--- config.mk ---
export PLATFORM = sky130hd
export DESIGN_NAME = dsamp_pipe
export DESIGN_NICKNAME = d
export VERILOG_FILES = /design/src/rtl/dsamp_pkg.sv /design/src/rtl/dsamp_stage.sv /design/src/rtl/dsamp_recover.sv /design/src/rtl/dsamp_fetch.sv /design/src/rtl/dsamp_pipe.sv
export SDC_FILE = /design/constraint.sdc
export NUM_CORES = 1
export LEC_CHECK = 0
export BUFFER_PORTS_ARGS = -buffer_cell sky130_fd_sc_hd__buf_2
export CAP_MARGIN = 20
export CORE_AREA = 2 2 199 123
export DETAILED_ROUTE_END_ITERATION = 8
export DIE_AREA = 0 0 201 125
export PLACE_DENSITY = 0.83
export SYNTH_ARGS = -nofsm -noshare
export SYNTH_HDL_FRONTEND = slang
export SYNTH_HIERARCHICAL = 1
export SYNTH_SLANG_ARGS = --single-unit
--- constraint.sdc ---
create_clock -name clk_i -period 2.9 [get_ports clk_i]
set_input_delay 0.87 -clock clk_i [delete_from_list [all_inputs] [get_ports clk_i]]
set_output_delay 0.87 -clock clk_i [all_outputs]
set_load 0.1 [all_outputs]
--- src/rtl/dsamp_pkg.sv ---
package dsamp_pkg;
  localparam int unsigned NUM_STG = 4;
  localparam int unsigned DATA_W  = 16;
  localparam int unsigned PC_W    = 12;

  function automatic logic [PC_W-1:0] pc_next(input logic [PC_W-1:0] pc);
    return pc + PC_W'(1);
  endfunction
endpackage

--- src/rtl/dsamp_stage.sv ---
module dsamp_stage #(
  parameter int unsigned DW = 16,
  parameter int unsigned PW = 12
) (
  input  logic          clk_i,
  input  logic          rst_ni,
  input  logic          up_vld_i,
  input  logic [PW-1:0] up_pc_i,
  input  logic [DW-1:0] ontime_i,
  input  logic [DW-1:0] late_i,
  input  logic          hold_i,
  input  logic          kill_i,
  output logic          vld_o,
  output logic [PW-1:0] pc_o,
  output logic [DW-1:0] data_o,
  output logic          err_o
);
  logic          vld_q;
  logic [PW-1:0] pc_q;
  logic [DW-1:0] main_q, shd_q;

  always_ff @(posedge clk_i or negedge rst_ni) begin
    if (!rst_ni) begin
      vld_q  <= 1'b0;
      pc_q   <= '0;
      main_q <= '0;
      shd_q  <= '0;
    end else if (hold_i) begin
      main_q <= shd_q;  // shadow is trusted; stay put one cycle
    end else if (kill_i) begin
      vld_q  <= 1'b0;
    end else begin
      vld_q  <= up_vld_i;
      pc_q   <= up_pc_i;
      main_q <= ontime_i;
      shd_q  <= late_i;
    end
  end

  assign vld_o  = vld_q;
  assign pc_o   = pc_q;
  assign data_o = main_q;
  assign err_o  = vld_q && (main_q != shd_q);


  restore_clears_chk: assert property (@(posedge clk_i) disable iff (!rst_ni)
    hold_i |=> !err_o);

  hold_keeps_instr_chk: assert property (@(posedge clk_i) disable iff (!rst_ni)
    hold_i |=> (vld_q && pc_q == $past(pc_q)));
endmodule

--- src/rtl/dsamp_recover.sv ---
module dsamp_recover #(
  parameter int unsigned NS = 4,
  parameter int unsigned PW = 12
) (
  input  logic                   clk_i,
  input  logic                   rst_ni,
  input  logic [NS-1:0]          mism_i,
  input  logic [NS-1:0][PW-1:0]  pc_i,
  output logic [NS-1:0]          take_o,
  output logic [NS-1:0]          kill_o,
  output logic [NS-1:0]          flush_o,
  output logic                   restart_o,
  output logic [PW-1:0]          restart_pc_o
);
  import dsamp_pkg::*;

  logic [NS-1:0]         cand, take, flush_q, flush_d;
  logic [NS-1:0][PW-1:0] fpc_q, fpc_d;

  // a stage whose older neighbour is flushing is already doomed
  assign cand = mism_i & ~{1'b0, flush_q[NS-1:1]};

  always_comb begin
    logic older;
    older = 1'b0;
    for (int j = NS-1; j >= 0; j--) begin
      take[j] = cand[j] & ~older;
      older   = older | cand[j];
    end
  end

  always_comb begin
    flush_d = '0;
    fpc_d   = '0;
    for (int j = 0; j < NS-1; j++) begin
      flush_d[j] = flush_q[j+1] | take[j+1];
      fpc_d[j]   = take[j+1] ? pc_next(pc_i[j+1]) : fpc_q[j+1];
    end
  end

  always_ff @(posedge clk_i or negedge rst_ni) begin
    if (!rst_ni) begin
      flush_q <= '0;
      fpc_q   <= '0;
    end else begin
      flush_q <= flush_d;
      fpc_q   <= fpc_d;
    end
  end

  assign take_o       = take;
  assign kill_o       = flush_d | flush_q;
  assign flush_o      = flush_q;
  assign restart_o    = flush_q[0] | take[0];
  assign restart_pc_o = take[0] ? pc_next(pc_i[0]) : fpc_q[0];


  single_winner_chk: assert property (@(posedge clk_i) disable iff (!rst_ni)
    $onehot0(take));

  for (genvar j = 1; j < NS; j++) begin : g_fchk

    flush_start_chk: assert property (@(posedge clk_i) disable iff (!rst_ni)
      take[j] |=> (flush_q[j-1] && fpc_q[j-1] == $past(pc_i[j]) + PW'(1)));

    flush_walk_chk: assert property (@(posedge clk_i) disable iff (!rst_ni)
      flush_q[j] |=> flush_q[j-1]);
  end
endmodule

--- src/rtl/dsamp_fetch.sv ---
module dsamp_fetch #(
  parameter int unsigned PW = 12
) (
  input  logic          clk_i,
  input  logic          rst_ni,
  input  logic          restart_i,
  input  logic [PW-1:0] restart_pc_i,
  output logic [PW-1:0] pc_o
);
  import dsamp_pkg::*;

  logic [PW-1:0] pc_q;

  always_ff @(posedge clk_i or negedge rst_ni) begin
    if (!rst_ni)        pc_q <= '0;
    else if (restart_i) pc_q <= restart_pc_i;
    else                pc_q <= pc_next(pc_q);
  end

  assign pc_o = pc_q;


  restart_load_chk: assert property (@(posedge clk_i) disable iff (!rst_ni)
    restart_i |=> pc_o == $past(restart_pc_i));

  seq_fetch_chk: assert property (@(posedge clk_i) disable iff (!rst_ni)
    !restart_i |=> pc_o == $past(pc_o) + PW'(1));
endmodule

--- src/rtl/dsamp_pipe.sv ---
module dsamp_pipe #(
  parameter int unsigned NS = dsamp_pkg::NUM_STG,
  parameter int unsigned DW = dsamp_pkg::DATA_W,
  parameter int unsigned PW = dsamp_pkg::PC_W
) (
  input  logic                  clk_i,
  input  logic                  rst_ni,
  input  logic [NS-1:0][DW-1:0] ontime_i,
  input  logic [NS-1:0][DW-1:0] late_i,
  output logic [NS-1:0]         err_o,
  output logic [NS-1:0]         vld_o,
  output logic [NS-1:0]         flush_o,
  output logic                  restart_o,
  output logic [PW-1:0]         restart_pc_o,
  output logic                  wb_vld_o,
  output logic [PW-1:0]         wb_pc_o,
  output logic [DW-1:0]         wb_data_o
);
  localparam int unsigned LAST = NS - 1;

  logic [NS-1:0]         vld, mism, take, kill;
  logic [NS-1:0][PW-1:0] pc;
  logic [NS-1:0][DW-1:0] sdata;
  logic [PW-1:0]         fe_pc, rs_pc;
  logic                  rs;

  dsamp_fetch #(.PW(PW)) u_fetch (
    .clk_i, .rst_ni,
    .restart_i    (rs),
    .restart_pc_i (rs_pc),
    .pc_o         (fe_pc)
  );

  for (genvar j = 0; j < NS; j++) begin : g_stg
    logic          up_vld;
    logic [PW-1:0] up_pc;
    if (j == 0) begin : g_head
      assign up_vld = 1'b1;
      assign up_pc  = fe_pc;
    end else begin : g_body
      assign up_vld = vld[j-1] & ~take[j-1];  // bubble past a faulting stage
      assign up_pc  = pc[j-1];
    end
    dsamp_stage #(.DW(DW), .PW(PW)) u_stg (
      .clk_i, .rst_ni,
      .up_vld_i (up_vld),
      .up_pc_i  (up_pc),
      .ontime_i (ontime_i[j]),
      .late_i   (late_i[j]),
      .hold_i   (take[j]),
      .kill_i   (kill[j]),
      .vld_o    (vld[j]),
      .pc_o     (pc[j]),
      .data_o   (sdata[j]),
      .err_o    (mism[j])
    );
  end

  dsamp_recover #(.NS(NS), .PW(PW)) u_rec (
    .clk_i, .rst_ni,
    .mism_i       (mism),
    .pc_i         (pc),
    .take_o       (take),
    .kill_o       (kill),
    .flush_o      (flush_o),
    .restart_o    (rs),
    .restart_pc_o (rs_pc)
  );

  // stabilizing writeback: no shadow, sees only checked values
  logic          wb_vld_q;
  logic [PW-1:0] wb_pc_q;
  logic [DW-1:0] wb_data_q;

  always_ff @(posedge clk_i or negedge rst_ni) begin
    if (!rst_ni) begin
      wb_vld_q  <= 1'b0;
      wb_pc_q   <= '0;
      wb_data_q <= '0;
    end else begin
      wb_vld_q  <= vld[LAST] & ~take[LAST];
      wb_pc_q   <= pc[LAST];
      wb_data_q <= sdata[LAST];
    end
  end

  assign err_o        = mism;
  assign vld_o        = vld;
  assign restart_o    = rs;
  assign restart_pc_o = rs_pc;
  assign wb_vld_o     = wb_vld_q;
  assign wb_pc_o      = wb_pc_q;
  assign wb_data_o    = wb_data_q;

  // commit-order tracker for assertions only
  logic          seen_q;
  logic [PW-1:0] last_q;
  always_ff @(posedge clk_i or negedge rst_ni) begin
    if (!rst_ni) begin
      seen_q <= 1'b0;
      last_q <= '0;
    end else if (wb_vld_q) begin
      seen_q <= 1'b1;
      last_q <= wb_pc_q;
    end
  end


  commit_order_chk: assert property (@(posedge clk_i) disable iff (!rst_ni)
    (wb_vld_o && seen_q) |-> wb_pc_o == last_q + PW'(1));

  first_commit_chk: assert property (@(posedge clk_i) disable iff (!rst_ni)
    (wb_vld_o && !seen_q) |-> wb_pc_o == '0);

  wb_bubble_chk: assert property (@(posedge clk_i) disable iff (!rst_ni)
    take[LAST] |=> !wb_vld_o);

  for (genvar j = 0; j < NS-1; j++) begin : g_bchk

    stage_bubble_chk: assert property (@(posedge clk_i) disable iff (!rst_ni)
      take[j] |=> !vld_o[j+1]);
  end
endmodule

* Word-level counts from Yosys, hierarchy flattened
Cells that the tools add are included.
Cells by class: add/sub/neg operators 5, equality and inequality tests 8, muxes and demuxes 17, bitwise operators 25, reductions and logical operators 8
Operator list (count):
- $mux W16 | 8
- $ne A16 B16 Y1 | 4
- $add A12 B1 Y12 const B | 5
- $mux W12 | 5
- $not A1 Y1 | 9
- $ne A2 B1 Y1 const B | 4
- $reduce_and A2 Y1 | 4
- $and A1 B1 Y1 | 7
- $or A1 B1 Y1 | 5
- $and A4 B4 Y4 | 1
- $logic_and A1 B1 Y1 | 4
- $mux W1 | 4
- $not A2 Y4 | 1
- $or A3 B3 Y3 | 1
- $not A1 Y1 const A | 1
Storage, ports and cells: register bits 260, input port bits 130, output and inout bits 54, word-level logic and storage cells 87

* Depth between registers and ports, before layout
depth in word-level cells 10, mapped depth 12, gate-level depth less buffers 9

* Modules after synthesis
Netlist, hierarchy kept.
By module, submodules not included:
- dsamp_stage | instances 4, cells each 153, area an instance 2040.7 sq um, sequential area each 1126.1 sq um
- dsamp_recover | instances 1, cells each 257, area an instance 2297.2 sq um, sequential area each 975.9 sq um
- dsamp_pipe | instances 1, cells each 34, area an instance 784.5 sq um, sequential area each 725.7 sq um
- dsamp_fetch | instances 1, cells each 66, area an instance 638.1 sq um, sequential area each 300.3 sq um

* Worst setup path after synthesis
OpenSTA, ideal clock, no wires.
path kind register to output, start point register g_stg[0].u_stg.vld_q, end point output restart_pc_o[9], data arrival time 4.756 ns, path slack -2.726 ns, cell stages (with the launch flop) 6, buffers on the path 1, cells stage by stage dfrtp_1 -> o41a_1 -> nor4b_1 -> nand2_1 -> buf_6 -> o21ai_0
Between the ends: cells in the longest elaborated chain, start to end 4
Ends and longest elaborated chain:
- start, declared | RTL line dsamp_stage.sv:18 | logic vld_q;
- start signal, assigned | RTL line dsamp_stage.sv:33 | vld_q <= up_vld_i;
- $logic_and A1 B1 Y1 | RTL line dsamp_stage.sv:43 | assign err_o = vld_q && (main_q != shd_q);
- named net err_o[0] | RTL line dsamp_pipe.sv:10 | output logic [NS-1:0] err_o,
- $and A4 B4 Y4 | RTL line dsamp_recover.sv:21 | assign cand = mism_i & ~{1'b0, flush_q[NS-1:1]};
- $and A1 B1 Y1 | RTL line dsamp_recover.sv:27 | take[j] = cand[j] & ~older;
- $mux W12 | RTL line dsamp_recover.sv:55 | assign restart_pc_o = take[0] ? pc_next(pc_i[0]) : fpc_q[0];
- end, declared | RTL line dsamp_pipe.sv:14 | output logic [PW-1:0] restart_pc_o,
The timed path passes the listed nets, and every way through them passes these cells.

* Worst setup path in the final report
start point register g_stg[3].u_stg.shd_q[13], end point output restart_pc_o[5]
Between the ends: cells in the longest elaborated chain, start to end 8
Ends and longest elaborated chain:
- start, declared | RTL line dsamp_stage.sv:20 | logic [DW-1:0] main_q, shd_q;
- start signal, assigned | RTL line dsamp_stage.sv:36 | shd_q <= late_i;
- $ne A16 B16 Y1 | RTL line dsamp_stage.sv:43
- $logic_and A1 B1 Y1 | RTL line dsamp_stage.sv:43
- $and A4 B4 Y4 | RTL line dsamp_recover.sv:21
- $or A1 B1 Y1 (2 in series) | RTL line dsamp_recover.sv:28 | older = older | cand[j];
- $not A1 Y1 | RTL line dsamp_recover.sv:27
- $and A1 B1 Y1 | RTL line dsamp_recover.sv:27
- $mux W12 | RTL line dsamp_recover.sv:55
Every way passes these cells.

==> impl_metrics.toml <==
[setup_path]
cpPeakStageDelay_ns = 0.55
crit_family = "simple AND/OR/NAND/NOR gates"
crit_required_ns = 2.03
worst-path-max-fanout = 22
cp_common_cell = "buf_12"
crit_path_end_kind = "primary output"
critPathBufInv = 2
startpoint_type = "register"
worstPathCellList = "xnor2_2 -> nand4_1 -> o41a_4 -> nor4b_4 -> nand2_4 -> buf_12 -> nand2_1 -> o21ai_4 -> buf_12"
crit_slowest_cell = "o41a_4"
critPathKind = "reg -> out"
crit_arrival_ns = 2.87

[die]
die_w_um = 201
initial_core_util_pct = 50.5
core_area_um2 = 23500
die-area_um2 = 25100
fp-row-count = 44
ios = 184
die_h_um = 125

[status]
violations = "negative setup slack"
status = "finished with violations"

[routing]
drt-total-wl_um = 29800
avgViaCountPerCell = 5.34
dr.pass1.iters = 5
drt_iter0_drc = 453
num_vias = 8611
ant_nets = 0
wl_per_cell_um = 18.5
remaining_drc_errors = 0

[finish]
drive_gt1_share_pct = 42.9
n_fill_cell = 1691
stdcell_count = 1614
finalNetCount = 1407
fin_area_um2 = 15700
syn_to_final_growth_pct = 31.8

[yosys]
netlist_area_um2 = 11900
avgSynthCellArea_um2 = 12.3
synth_cell_type_count = 51
yosysMostFrequentCell = "dfrtp_1"
synth_cells = 969
ys_top_cells_by_count = "260 x dfrtp_1, 110 x nand2_1, 95 x xnor2_1"
synth_edf_count = 0
synth_top_area_share_pct = 54.8
synth_area_leaders = "dfrtp_1 55%, mux2_2 7.5%, xnor2_1 7.0%"
synthArstFlopShare_pct = 100
ys_ff_latch = 260
synth_warnings = 6
ys_seq_area_share_pct = 54.8
ys.flop_type = "dfrtp_1"
synth_top_cell_by_area = "dfrtp_1"

[clock_network]
clkSlewWorstSetupHoldPaths_ns = 0.06
cts_made_buffers = 25
insertion_delay_ns = 0.52
root_buffer = "clkbuf_16"
cts_tree = "yes"
htree_levels = 1
clock_path_buffers = 3
clkSinkCount = 260

[sta]
setup_viol = 15
relSlewSlack_pct = 65.7
max_freq_mhz = 268
worst_slack_ns = -0.837
fin_skew_ns = 0.0107
fin_crit_sh_pct = 129
hold_viol = 0
grt_setup_unrepaired = "yes"
min_period_ns = 3.74
slew_viol_final = 0
worst_pin_slew_ns = 0.519

[global_routing]
grt-ovfl-total = 0
antenna_found_initial = 5
grt_use_total_pct = 23.4
grt_pass1_wl_um = 47300
grt_max_degree = 79
grt_pass1_vias = 8765

[job]
max_cap_viol_count = 0

[power]
clkPwrFrac_pct = 15.1
vdd_drop_max_mv = 0.595
comb_power_share_pct = 53.3
switching_power_mw = 8.85
internal_power_mw = 12.0
power_density_nw_per_um2 = 1330
design_power_total_mw = 20.8
seqPwrFrac_pct = 31.7
cellLeakagePower_nw = 7.11
power_switching_share_pct = 42.5

[place]
dpl.hpwl_um = 19600
placed_cell_area_um2 = 14200
place_congestion = 0.820
io_buffer_count = 182
dpl.cell_count = 1535

[hold_path]
hp-class = "in -> async"
[state kept, by name, summed over array words and instances, names as in the netlist]
| name | cells |
|---|---|
| g_stg.u_stg/vld_o | 4 |
| wb_vld_o | 1 |
| u_rec/flush_o | 3 |
| wb_data_o | 16 |
| wb_pc_o | 12 |
| u_rec/fpc_q | 36 |
| g_stg.u_stg/pc_o | 48 |
| g_stg.u_stg/data_o | 64 |
| g_stg.u_stg/shd_q | 64 |
| u_fetch/pc_o | 12 |
[layout by cell type (no fill, tap or decap), drive strengths merged, types with 12 or more instances in the layout]
| master | instances |
|---|---|
| clkbuf | 37 |
| mux2 | 115 |
| xor2 | 12 |
| mux2i | 65 |
| nand3 | 25 |
| buf | 315 |
| nand4 | 26 |
| o21ai | 90 |
| dfrtp | 260 |
| inv | 12 |
| nand2 | 110 |
| xnor2 | 95 |
| nor2 | 29 |
[cell families after synthesis]
family / Yosys count / synth area share [%]
buf+inv: 59 / 3.31
mux: 180 / 17.5
simple gates: 237 / 10.3
compound gates: 119 / 5.65
fa+ha+maj: 5 / 0.526
flops: 260 / 54.8
other cells: 2 / 0.0632
xor+xnor: 107 / 7.89
[layout make-up]
type | instances | area, um2 | area share [%]
well taps | 322 | 403 | 2.57
clock inverters | 13 | 80.1 | 0.511
clock buffers | 33 | 716 | 4.57
diodes | 1 | 2.50 | 0.0160
flip-flops and latches | 260 | 6510 | 41.6
inverters | 11 | 45.0 | 0.288
repair buffers | 320 | 2550 | 16.3
multi-input cells | 654 | 5360 | 34.2
[what timing repair did]
item                       CTS  global route
pin swaps                    4            17
setup buffers               13            13
hold buffers                 0             0
gates resized for setup     32            49
gates cloned                 4             4
hold endpoints to repair     0             0
setup endpoints to repair   76           131
[per-layer routing]
layer / track usage, % / part of all wire (%) / up-vias
met2: 36.4 / 46 / 255
li1: - / - / 3977
met5: 0 / 0.18 / -
met3: 5.45 / 6.5 / 51
met1: 33.9 / 45 / 4320
met4: 5.01 / 1.8 / 8
[worst reg2reg max path, stage by stage, from the launching register on]
cell and delay (ns):
dfrtp_1 0.40, xnor2_1 0.23, nand4_1 0.19, o41a_4 0.50, nor4b_4 0.16, nand2_4 0.09
buf_4 0.11, buf_6 0.09, nand2b_4 0.07, buf_12 0.15, or4_2 0.65, nand3_1 0.11
[through the flow]
step           hold WS (ns)  TNS (ns)  setup WS (ns)  utilization, %
2_1_floorplan         0.388     -8.01         -0.502               -
5_1_grt               0.278    -12.52         -0.952            66.6
3_3_place_gp          0.416    -11.61         -0.268            60.2
6_report              0.247    -10.62         -0.837            66.6
3_5_place_dp          0.415    -16.13         -0.287            60.2
4_1_cts               0.258    -10.70         -0.833            65.0
[power groups by stage]
| stage | registers, mW | logic, mW | clock network [mW] |
|---|---|---|---|
| after global placement | 6.47 | 9.55 | 0 |
| final | 6.60 | 11.1 | 3.14 |
| after floorplan | 7.75 | 5.79 | 0 |
| after global routing | 6.79 | 11.7 | 3.37 |
| after detailed placement | 6.56 | 9.80 | 0 |
| after CTS | 6.55 | 10.3 | 3.21 |
[path summary, 6_finish.rpt]
path	startpoint	endpoint	slack, ns	cells past startpoint
min	rst_ni	u_fetch/pc_o[9]$_DFF_PN0_	0.25	1
min reg2reg	g_stg[3].u_stg/data_o[5]$_DFFE_PN0P_	wb_data_o[5]$_DFF_PN0_	0.43	0
max	g_stg[3].u_stg/shd_q[13]$_DFFE_PN0P_	restart_pc_o[5]	-0.84	9
max reg2reg	g_stg[0].u_stg/shd_q[8]$_DFFE_PN0P_	u_fetch/pc_o[7]$_DFF_PN0_	0.08	11
max in group asynchronous	rst_ni	g_stg[3].u_stg/shd_q[5]$_DFFE_PN0P_	1.90	2
min in group clk_i	g_stg[3].u_stg/data_o[5]$_DFFE_PN0P_	wb_data_o[5]$_DFF_PN0_	0.43	0
Note: power is estimated with default switching activity, not from simulation.
